## src/rtl/agen_pkg.sv

```systemverilog
package agen_pkg;
  typedef enum logic {
    MODE_INDEXED = 1'b0,
    MODE_VECTOR  = 1'b1
  } agen_mode_e;
endpackage

```

## src/rtl/agen_idx_regs.sv

```systemverilog
module agen_idx_regs #(
  parameter int NUM_IDX = 2,
  parameter int ADDR_W  = 16
) (
  input  logic                           clk_i,
  input  logic                           rst_ni,
  input  logic [NUM_IDX-1:0]             we_i,
  input  logic [ADDR_W-1:0]              wdata_i,
  output logic [NUM_IDX-1:0][ADDR_W-1:0] base_o
);
  for (genvar g = 0; g < NUM_IDX; g++) begin : g_base
    always_ff @(posedge clk_i or negedge rst_ni) begin
      if (!rst_ni)      base_o[g] <= '0;
      else if (we_i[g]) base_o[g] <= wdata_i;
    end
  end
endmodule

```

## src/rtl/agen_page_reg.sv

```systemverilog
module agen_page_reg #(
  parameter int PAGE_W = 8
) (
  input  logic              clk_i,
  input  logic              rst_ni,
  input  logic              we_i,
  input  logic [PAGE_W-1:0] wdata_i,
  output logic [PAGE_W-1:0] page_o
);
  always_ff @(posedge clk_i or negedge rst_ni) begin
    if (!rst_ni)   page_o <= '0;
    else if (we_i) page_o <= wdata_i;
  end
endmodule

```

## src/rtl/agen_disp_add.sv

```systemverilog
module agen_disp_add #(
  parameter int ADDR_W = 16,
  parameter int DISP_W = 8
) (
  input  logic [ADDR_W-1:0] base_i,
  input  logic [DISP_W-1:0] disp_i,
  output logic [ADDR_W-1:0] sum_o
);
  localparam int EXT_W = ADDR_W - DISP_W;
  logic [ADDR_W-1:0] disp_ext;

  // sign-extend, then add; carry out is dropped
  assign disp_ext = {{EXT_W{disp_i[DISP_W-1]}}, disp_i};
  assign sum_o    = base_i + disp_ext;
endmodule

```

## src/rtl/idx_vec_agen.sv

```systemverilog
module idx_vec_agen #(
  parameter int ADDR_W  = 16,
  parameter int DISP_W  = 8,
  parameter int VEC_W   = 8,
  parameter int NUM_IDX = 2,
  localparam int PAGE_W    = ADDR_W - VEC_W,
  localparam int IDX_SEL_W = (NUM_IDX > 1) ? $clog2(NUM_IDX) : 1
) (
  input  logic                 clk_i,
  input  logic                 rst_ni,
  input  logic [NUM_IDX-1:0]   idx_we_i,
  input  logic [ADDR_W-1:0]    idx_wdata_i,
  input  logic                 page_we_i,
  input  logic [PAGE_W-1:0]    page_wdata_i,
  input  logic                 req_i,
  input  logic                 mode_i,
  input  logic [IDX_SEL_W-1:0] idx_sel_i,
  input  logic [DISP_W-1:0]    disp_i,
  input  logic [VEC_W-1:0]     vec_i,
  output logic [ADDR_W-1:0]    addr_o,
  output logic                 valid_o
);
  import agen_pkg::*;

  logic [NUM_IDX-1:0][ADDR_W-1:0] base_q;
  logic [PAGE_W-1:0]              page_q;
  logic [ADDR_W-1:0]              base_sel;
  logic [ADDR_W-1:0]              idx_addr;
  logic [ADDR_W-1:0]              vec_addr;
  logic [ADDR_W-1:0]              addr_d;
  agen_mode_e                     mode;

  agen_idx_regs #(.NUM_IDX(NUM_IDX), .ADDR_W(ADDR_W)) u_idx_regs (
    .clk_i   (clk_i),
    .rst_ni  (rst_ni),
    .we_i    (idx_we_i),
    .wdata_i (idx_wdata_i),
    .base_o  (base_q)
  );

  agen_page_reg #(.PAGE_W(PAGE_W)) u_page_reg (
    .clk_i   (clk_i),
    .rst_ni  (rst_ni),
    .we_i    (page_we_i),
    .wdata_i (page_wdata_i),
    .page_o  (page_q)
  );

  assign base_sel = base_q[idx_sel_i];

  agen_disp_add #(.ADDR_W(ADDR_W), .DISP_W(DISP_W)) u_disp_add (
    .base_i (base_sel),
    .disp_i (disp_i),
    .sum_o  (idx_addr)
  );

  assign vec_addr = {page_q, vec_i};
  assign mode     = agen_mode_e'(mode_i);

  always_comb begin
    unique case (mode)
      MODE_VECTOR: addr_d = vec_addr;
      default:     addr_d = idx_addr;
    endcase
  end

  // registers update on the same edge, so a coincident request sees old values
  always_ff @(posedge clk_i or negedge rst_ni) begin
    if (!rst_ni) begin
      addr_o  <= '0;
      valid_o <= 1'b0;
    end else begin
      valid_o <= req_i;
      if (req_i) addr_o <= addr_d;
    end
  end
endmodule

```

## config.mk

```make
export PLATFORM = sky130hd
export DESIGN_NAME = idx_vec_agen
export DESIGN_NICKNAME = d
export VERILOG_FILES = /design/src/rtl/agen_pkg.sv /design/src/rtl/agen_idx_regs.sv /design/src/rtl/agen_page_reg.sv /design/src/rtl/agen_disp_add.sv /design/src/rtl/idx_vec_agen.sv
export SDC_FILE = /design/constraint.sdc
export NUM_CORES = 1
export LEC_CHECK = 0
export BUFFER_PORTS_ARGS = -buffer_cell sky130_fd_sc_hd__buf_4
export CAP_MARGIN = 25
export CORE_ASPECT_RATIO = 0.9
export CORE_MARGIN = 2
export CORE_UTILIZATION = 50
export CTS_CLUSTER_SIZE = 24
export DETAILED_ROUTE_END_ITERATION = 16
export GPL_ROUTABILITY_DRIVEN = 0
export PLACE_DENSITY_LB_ADDON = 0.3
export SLEW_MARGIN = 20
export SYNTH_ARGS = -nofsm -noshare
export SYNTH_HDL_FRONTEND = slang
export SYNTH_SLANG_ARGS = --single-unit
```

## constraint.sdc

```tcl
create_clock -name clk_i -period 4.42 [get_ports clk_i]
set_clock_uncertainty 0.2 [all_clocks]
set_input_delay 0.442 -clock clk_i [delete_from_list [all_inputs] [get_ports clk_i]]
set_output_delay 0.442 -clock clk_i [all_outputs]
set_load 0.05 [all_outputs]
```

==> out/results.txt, run 1 <==
Main combinational cell family by area after synthesis -> multiplexers
Vias in the first global route -> 2,429
# port buffers -> 64
Core ar. -> 6150 sq um
Post-DP HPWL -> 4810 um
Flop and latch count out of synthesis -> 57
Antenna violations before repair -> 0
Critical path fanouts, max -> 16
H-tree levels -> 3
Layout area overhead -> 23.8%
Setup repair after global routing missed its margin -> no
Adder-Cell Fraction of Synth Area -> 6.53%
Share of cells above drive strength 1 -> 38.7%
Crit Path Class -> in -> reg
Worst VDD drop -> 0.240 mV
Critical-path top delay cell -> mux2_2
Register Area -> 1430 sq um
Slew Limit Fails -> 0
Max Cap Violations -> 0
Critical Path Sink Type -> flip-flop
Total track usage -> 20.6%
Final setup viols -> 0
Top FF cell, synth -> dfrtp_1
I/O pins -> 65
Final setup TNS -> 0 ns
Final hold vios -> 0
Sequential share of the synthesized area -> 44.8%
Status -> completed
Multi-input gate area -> 1660 sq um
Simple logic cell fraction of the synthesized area -> 9.64%
Violation count after the first detailed-route iteration -> 160
Power Density -> 417 nW/um^2
Final Util -> 64.0%
Synth warn -> 0
Post_cts resized -> 0
Crit path largest cell delay -> 0.38 ns
Number of fill cells -> 507
Die Footprint -> 7020 sq um
Drt total wl -> 6590 um
EDFF count, synth -> 0
Post-synthesis mux area share -> 20.1%
Site Rows -> 27
Crit path required time -> 4.43 ns
Antenna cells -> 0
Syn_nets -> 357
Remaining antenna violation count -> 0
DRC viols -> 0
First-pass GRT wire length -> 11,100 um
Slew HR -> 51.2%
Reg clk slew, reported paths -> 0.06 ns
Synthesized cell area -> 3180 sq um
Initial Utilization -> 51.7%
Routed len/inst -> 14.8 um
Cts bufs inserted -> 9
Overflow after GRT -> 0
Clk sinks -> 57
Unique masters post-synth -> 43
Placed cell area -> 3710 sq um
Leakage power total -> 0.00180 uW
Fin crit period -> 2.76 ns
First-pass iteration count of the detailed router -> 4
Avg Cell Area, Syn -> 10.9 sq um
Crit-path leading delay family -> simple AND/OR/NAND/NOR gates
Critical path buffer and inverter count -> 2
Vias/cell -> 5.39
CTS tree -> done
F_max -> 0.363 GHz
Largest net degree at the start of global routing -> 58
Total power -> 1640 uW
Die Span Y -> 79.7 um
Synth Area in XOR/XNOR -> 2.75%
Die Width -> 88.1 um
Crit-path cells -> buf_4 > mux2_2 > ha_1 > inv_1 > fa_1 > nor2b_4 > o31ai_4 > a211oi_2 > or2_1 > and3_1 > or3_1
Final instance area -> 3940 sq um
HP Class -> in -> reg
Asr flop ratio synth -> 100%
Post-synthesis compound-gate area fraction -> 13.3%
Root Buffer -> clkbuf_8
Final net count -> 419
Max clock buf depth -> 2
Crit start category -> input pin
Synth Instances -> 293
DR vias -> 2,404
CP Data Arrival Time -> 2.77 ns
Clock Latency Late Sink -> 0.34 ns
Worst-margin pin slew -> 0.731 ns
Period Utilization, post-route -> 62.3%
-- cell usage after synthesis, types with 2 or more instances --
library cell / instances / share of area (%)
o221ai_1: 4 / 1.1
mux2_2: 54 / 19
dfrtp_1: 57 / 45
nand3_1: 10 / 1.6
mux2i_1: 3 / 0.94
o21bai_1: 2 / 0.47
nor3_1: 2 / 0.31
a211oi_1: 2 / 0.47
nand2_1: 19 / 2.2
inv_1: 9 / 1.1
a21o_1: 6 / 1.4
o31ai_1: 3 / 0.71
buf_1: 2 / 0.24
o21ai_0: 15 / 2.4
or3_1: 2 / 0.39
xor2_1: 4 / 1.1
and2_1: 2 / 0.39
a21oi_1: 20 / 3.1
clkbuf_1: 10 / 1.2
o21ai_1: 2 / 0.31
ha_1: 15 / 5.9
a31oi_1: 5 / 0.98
nor2_1: 18 / 2.1
and3_1: 3 / 0.59
xnor2_1: 6 / 1.7
-- metal layers --
metal  vias to the layer above  GRT usage (%)  wire (um)
met2                        57           32.3       3180
met1                      1161           27.7       3000
li1                       1178              -          -
met5                         -              0          0
met3                         8           5.58        338
met4                         0           6.82         78
-- metrics by stage --
step	hold WS [ns]	instances	setup slack [ns]
2_1_floorplan	-0.0536	293	1.31
3_3_place_gp	0.285	430	1.42
3_5_place_dp	0.291	430	1.33
4_1_cts	0.127	446	1.66
5_1_grt	0.127	446	1.55
6_report	0.137	446	1.66
-- final cells by class --
class,instances,share of cell area [%]
Tap cell,87,2.77
Sequential cell,57,36.2
Timing Repair Buffer,65,12.5
Inverter,9,0.858
Multi-Input combinational cell,213,42.2
Clock inverter,2,0.890
Clock buffer,13,4.55
-- path summary, 6_finish.rpt --
check / startpoint / end / slack (ns) / cells after the start
min reg2reg: u_idx_regs.base_o[18] / u_idx_regs.base_o[18] / 0.30 / 1
min in group asynchronous: rst_ni / valid_o / 0.51 / 2
min: page_wdata_i[4] / u_page_reg.page_o[4] / 0.14 / 2
max in group asynchronous: rst_ni / u_idx_regs.base_o[21] / 3.03 / 2
max reg2reg: u_idx_regs.base_o[0] / addr_o[8] / 1.73 / 10
max: idx_sel_i / addr_o[8] / 1.66 / 11
-- placed cells by master (no fill, tap or decap), types with 5 or more instances in the layout --
| cell | n |
|---|---|
| clkbuf_8 | 13 |
| a21o_1 | 6 |
| nand2_1 | 19 |
| a31oi_1 | 5 |
| o21ai_0 | 15 |
| nand3_1 | 10 |
| mux2_2 | 54 |
| inv_1 | 9 |
| ha_1 | 15 |
| buf_4 | 64 |
| nor2_1 | 18 |
| xnor2_1 | 6 |
| dfrtp_1 | 57 |
| a21oi_1 | 20 |
-- flip-flops by register name (all words and copies together) (netlist names) --
name               count
u_idx_regs.base_o     32
addr_o                16
u_page_reg.page_o      8
valid_o                1
-- report_power, final --
group	switching (uW)	internal (uW)
registers	32.5	586
logic	295	214
clock network	195	318
total	523	1120
-- cells by family after synthesis --
kind of cell	Yosys count
AND/OR/NAND/NOR	64
flip-flops	57
adder cells (fa/ha/maj)	16
buffers and inverters	23
multiplexers	57
XOR/XNOR	10
AO/OA/AOI/OAI	66
-- repair_timing --
| item | in CTS | in global routing |
|---|---|---|
| buffers inserted | 0 | 0 |
| setup endpoints to repair | 0 | 0 |
| hold buffers | 1 | 0 |
| endpoints found under the hold margin | 39 | 0 |
(Power assumes the default switching activity.)
==> inputs of run 2 (changes only) <==
- clock period: 4.42 -> 2.5 ns (I/O delays scaled with it)
==> out/results.txt, run 2 (synthesis results as in run 1) <==
H-tree levels -> 3
# port buffers -> 64
Max Cap Violations -> 0
Die Footprint -> 7020 sq um
Setup repair after global routing missed its margin -> yes
Remaining antenna violation count -> 0
Antenna violations before repair -> 0
Finished Layout Cells -> 515
DRC viols -> 0
Drt total wl -> 7510 um
Crit. Startpoint -> u_idx_regs.base_o[16]
First-pass GRT wire length -> 12,200 um
CTS tree -> done
Root Buffer -> clkbuf_8
Crit Path Class -> reg -> reg
Failing checks -> negative setup slack
Violation count after the first detailed-route iteration -> 86
Commonest non-fill, non-tap cell in the layout -> buf_4
Overflow after GRT -> 0
Worst VDD drop -> 0.488 mV
HP Class -> in -> reg
Die Span Y -> 79.7 um
Layout area overhead -> 45.2%
Reg clk slew, reported paths -> 0.07 ns
Crit-path leading delay family -> simple AND/OR/NAND/NOR gates
Critical-path top delay cell -> dfrtp_1
Worst-margin pin slew -> 0.710 ns
Power Density -> 683 nW/um^2
Leakage power total -> 0.00214 uW
Critical R2R Capture -> addr_o[8]
Core ar. -> 6150 sq um
Critical path fanouts, max -> 2
Final setup viols -> 1
Placed cell area -> 4020 sq um
Crit start category -> flip-flop
Inst Count DP -> 466
Largest Register -> u_idx_regs.base_o
Share of cells above drive strength 1 -> 45.1%
F_max -> 0.391 GHz
Total power -> 3150 uW
Site Rows -> 27
DR vias -> 2,662
Initial Utilization -> 51.7%
Period Utilization, post-route -> 102%
Fin crit period -> 2.55 ns
Cts bufs inserted -> 9
Critical Path Sink Type -> flip-flop
Largest net degree at the start of global routing -> 58
Clock Latency Late Sink -> 0.34 ns
Final Util -> 75.1%
Final hold vios -> 0
Post-DP HPWL -> 5160 um
Clk sinks -> 57
Routed len/inst -> 14.6 um
Worst hold path startpoint -> vec_i[1]
Status -> complete, but fails checks
Final instance area -> 4620 sq um
I/O pins -> 65
Crit path required time -> 2.52 ns
Most frequent cells in the layout -> buf_4 (102), dfrtp_1 (57), mux2_2 (53), dlygate4sd3_1 (29), nand2_1 (19)
Vias in the first global route -> 2,588
First-pass iteration count of the detailed router -> 4
Critical path buffer and inverter count -> 1
Max clock buf depth -> 2
Max reg flops -> 32
Antenna cells -> 0
Top Registers -> u_idx_regs.base_o x32, addr_o x16, u_page_reg.page_o x8
Die Width -> 88.1 um
Final setup TNS -> -0.0547 ns
Slew HR -> 52.7%
Reg-to-Reg Start -> u_idx_regs.base_o[16]
Crit-path cells -> mux2_4 > ha_4 > inv_2 > fa_2 > nor2b_4 > o31ai_4 > a211oi_2 > or2_1 > and3_1 > or3_1
Worst reg2reg path depth -> 10
Hold depth -> 3
Worst Hold End -> addr_o[1]
Crit path largest cell delay -> 0.39 ns
Vias/cell -> 5.17
Worst reg-to-reg setup slack -> -0.05 ns
Setup ws final -> -0.0547 ns
Final net count -> 487
CP Data Arrival Time -> 2.58 ns
Total track usage -> 22.9%
Slew Limit Fails -> 0
run 2: cell types whose count changed in the layout (fill, tap and decap cells not counted), sizes merged:
| cell | previous run | this run |
|---|---|---|
| clkinvlp | 0 | 1 |
| clkbuf | 13 | 10 |
| bufinv | 1 | 2 |
| dlygate4sd3 | 1 | 29 |
| clkinv | 1 | 3 |
| buf | 64 | 104 |
run 2: layout make-up:
| type | instances | area (sq um) |
|---|---|---|
| fill | 428 | 1530 |
| sequential | 57 | 1430 |
| inverter | 9 | 33.8 |
| clock inverter | 6 | 82.6 |
| timing repair buffer | 133 | 1090 |
| multi-input combinational | 213 | 1750 |
| clock buffer | 10 | 128 |
| tap | 87 | 109 |
run 2: through the flow:
stage	hold slack, ns	setup slack [ns]
final	0.0119	-0.0547
after global routing	0.0222	-0.161
after CTS	0.00159	-0.0502
after detailed placement	0.144	-0.178
after global placement	0.140	-0.141
after floorplan	-0.246	-0.0527
run 2: repair_timing:
item	4_1_cts	5_1_grt
gates resized for setup	3	12
hold endpoints to repair	101	0
endpoints found under the setup margin	7	10
buffers inserted	1	3
pin swaps	3	11
hold buffers	29	0
run 2: power by group:
| group | switching [uW] | internal [uW] |
|---|---|---|
| sequential | 60.4 | 1040 |
| combinational | 593 | 548 |
| clock | 361 | 555 |
run 2: worst max-delay path by stage:
stage | slack, ns | endpoint | cells past startpoint
floorplan | -0.05 | addr_o[8] | 11
finish | -0.05 | addr_o[8] | 10
global placement | -0.14 | addr_o[13] | 10
detailed placement | -0.18 | addr_o[13] | 10
global route | -0.16 | addr_o[8] | 10
CTS | -0.05 | addr_o[8] | 10
run 2: worst reg2reg max path, cell delays in order (launching register included):
cell and delay, ns:
dfrtp_1 0.39, mux2_4 0.28, ha_4 0.17, inv_2 0.05, fa_2 0.23, nor2b_4 0.05, o31ai_4 0.24, a211oi_2 0.12
or2_1 0.23, and3_1 0.14, or3_1 0.33
run 2: layer usage:
| layer | GRT usage, % | share of wire, % | vias up |
|---|---|---|---|
| met3 | 5.58 | 4.6 | 10 |
| met4 | 8.18 | 1.4 | 0 |
| met5 | 0 | 0 | - |
| met2 | 35.2 | 47 | 58 |
| met1 | 31.5 | 47 | 1283 |
| li1 | - | - | 1311 |
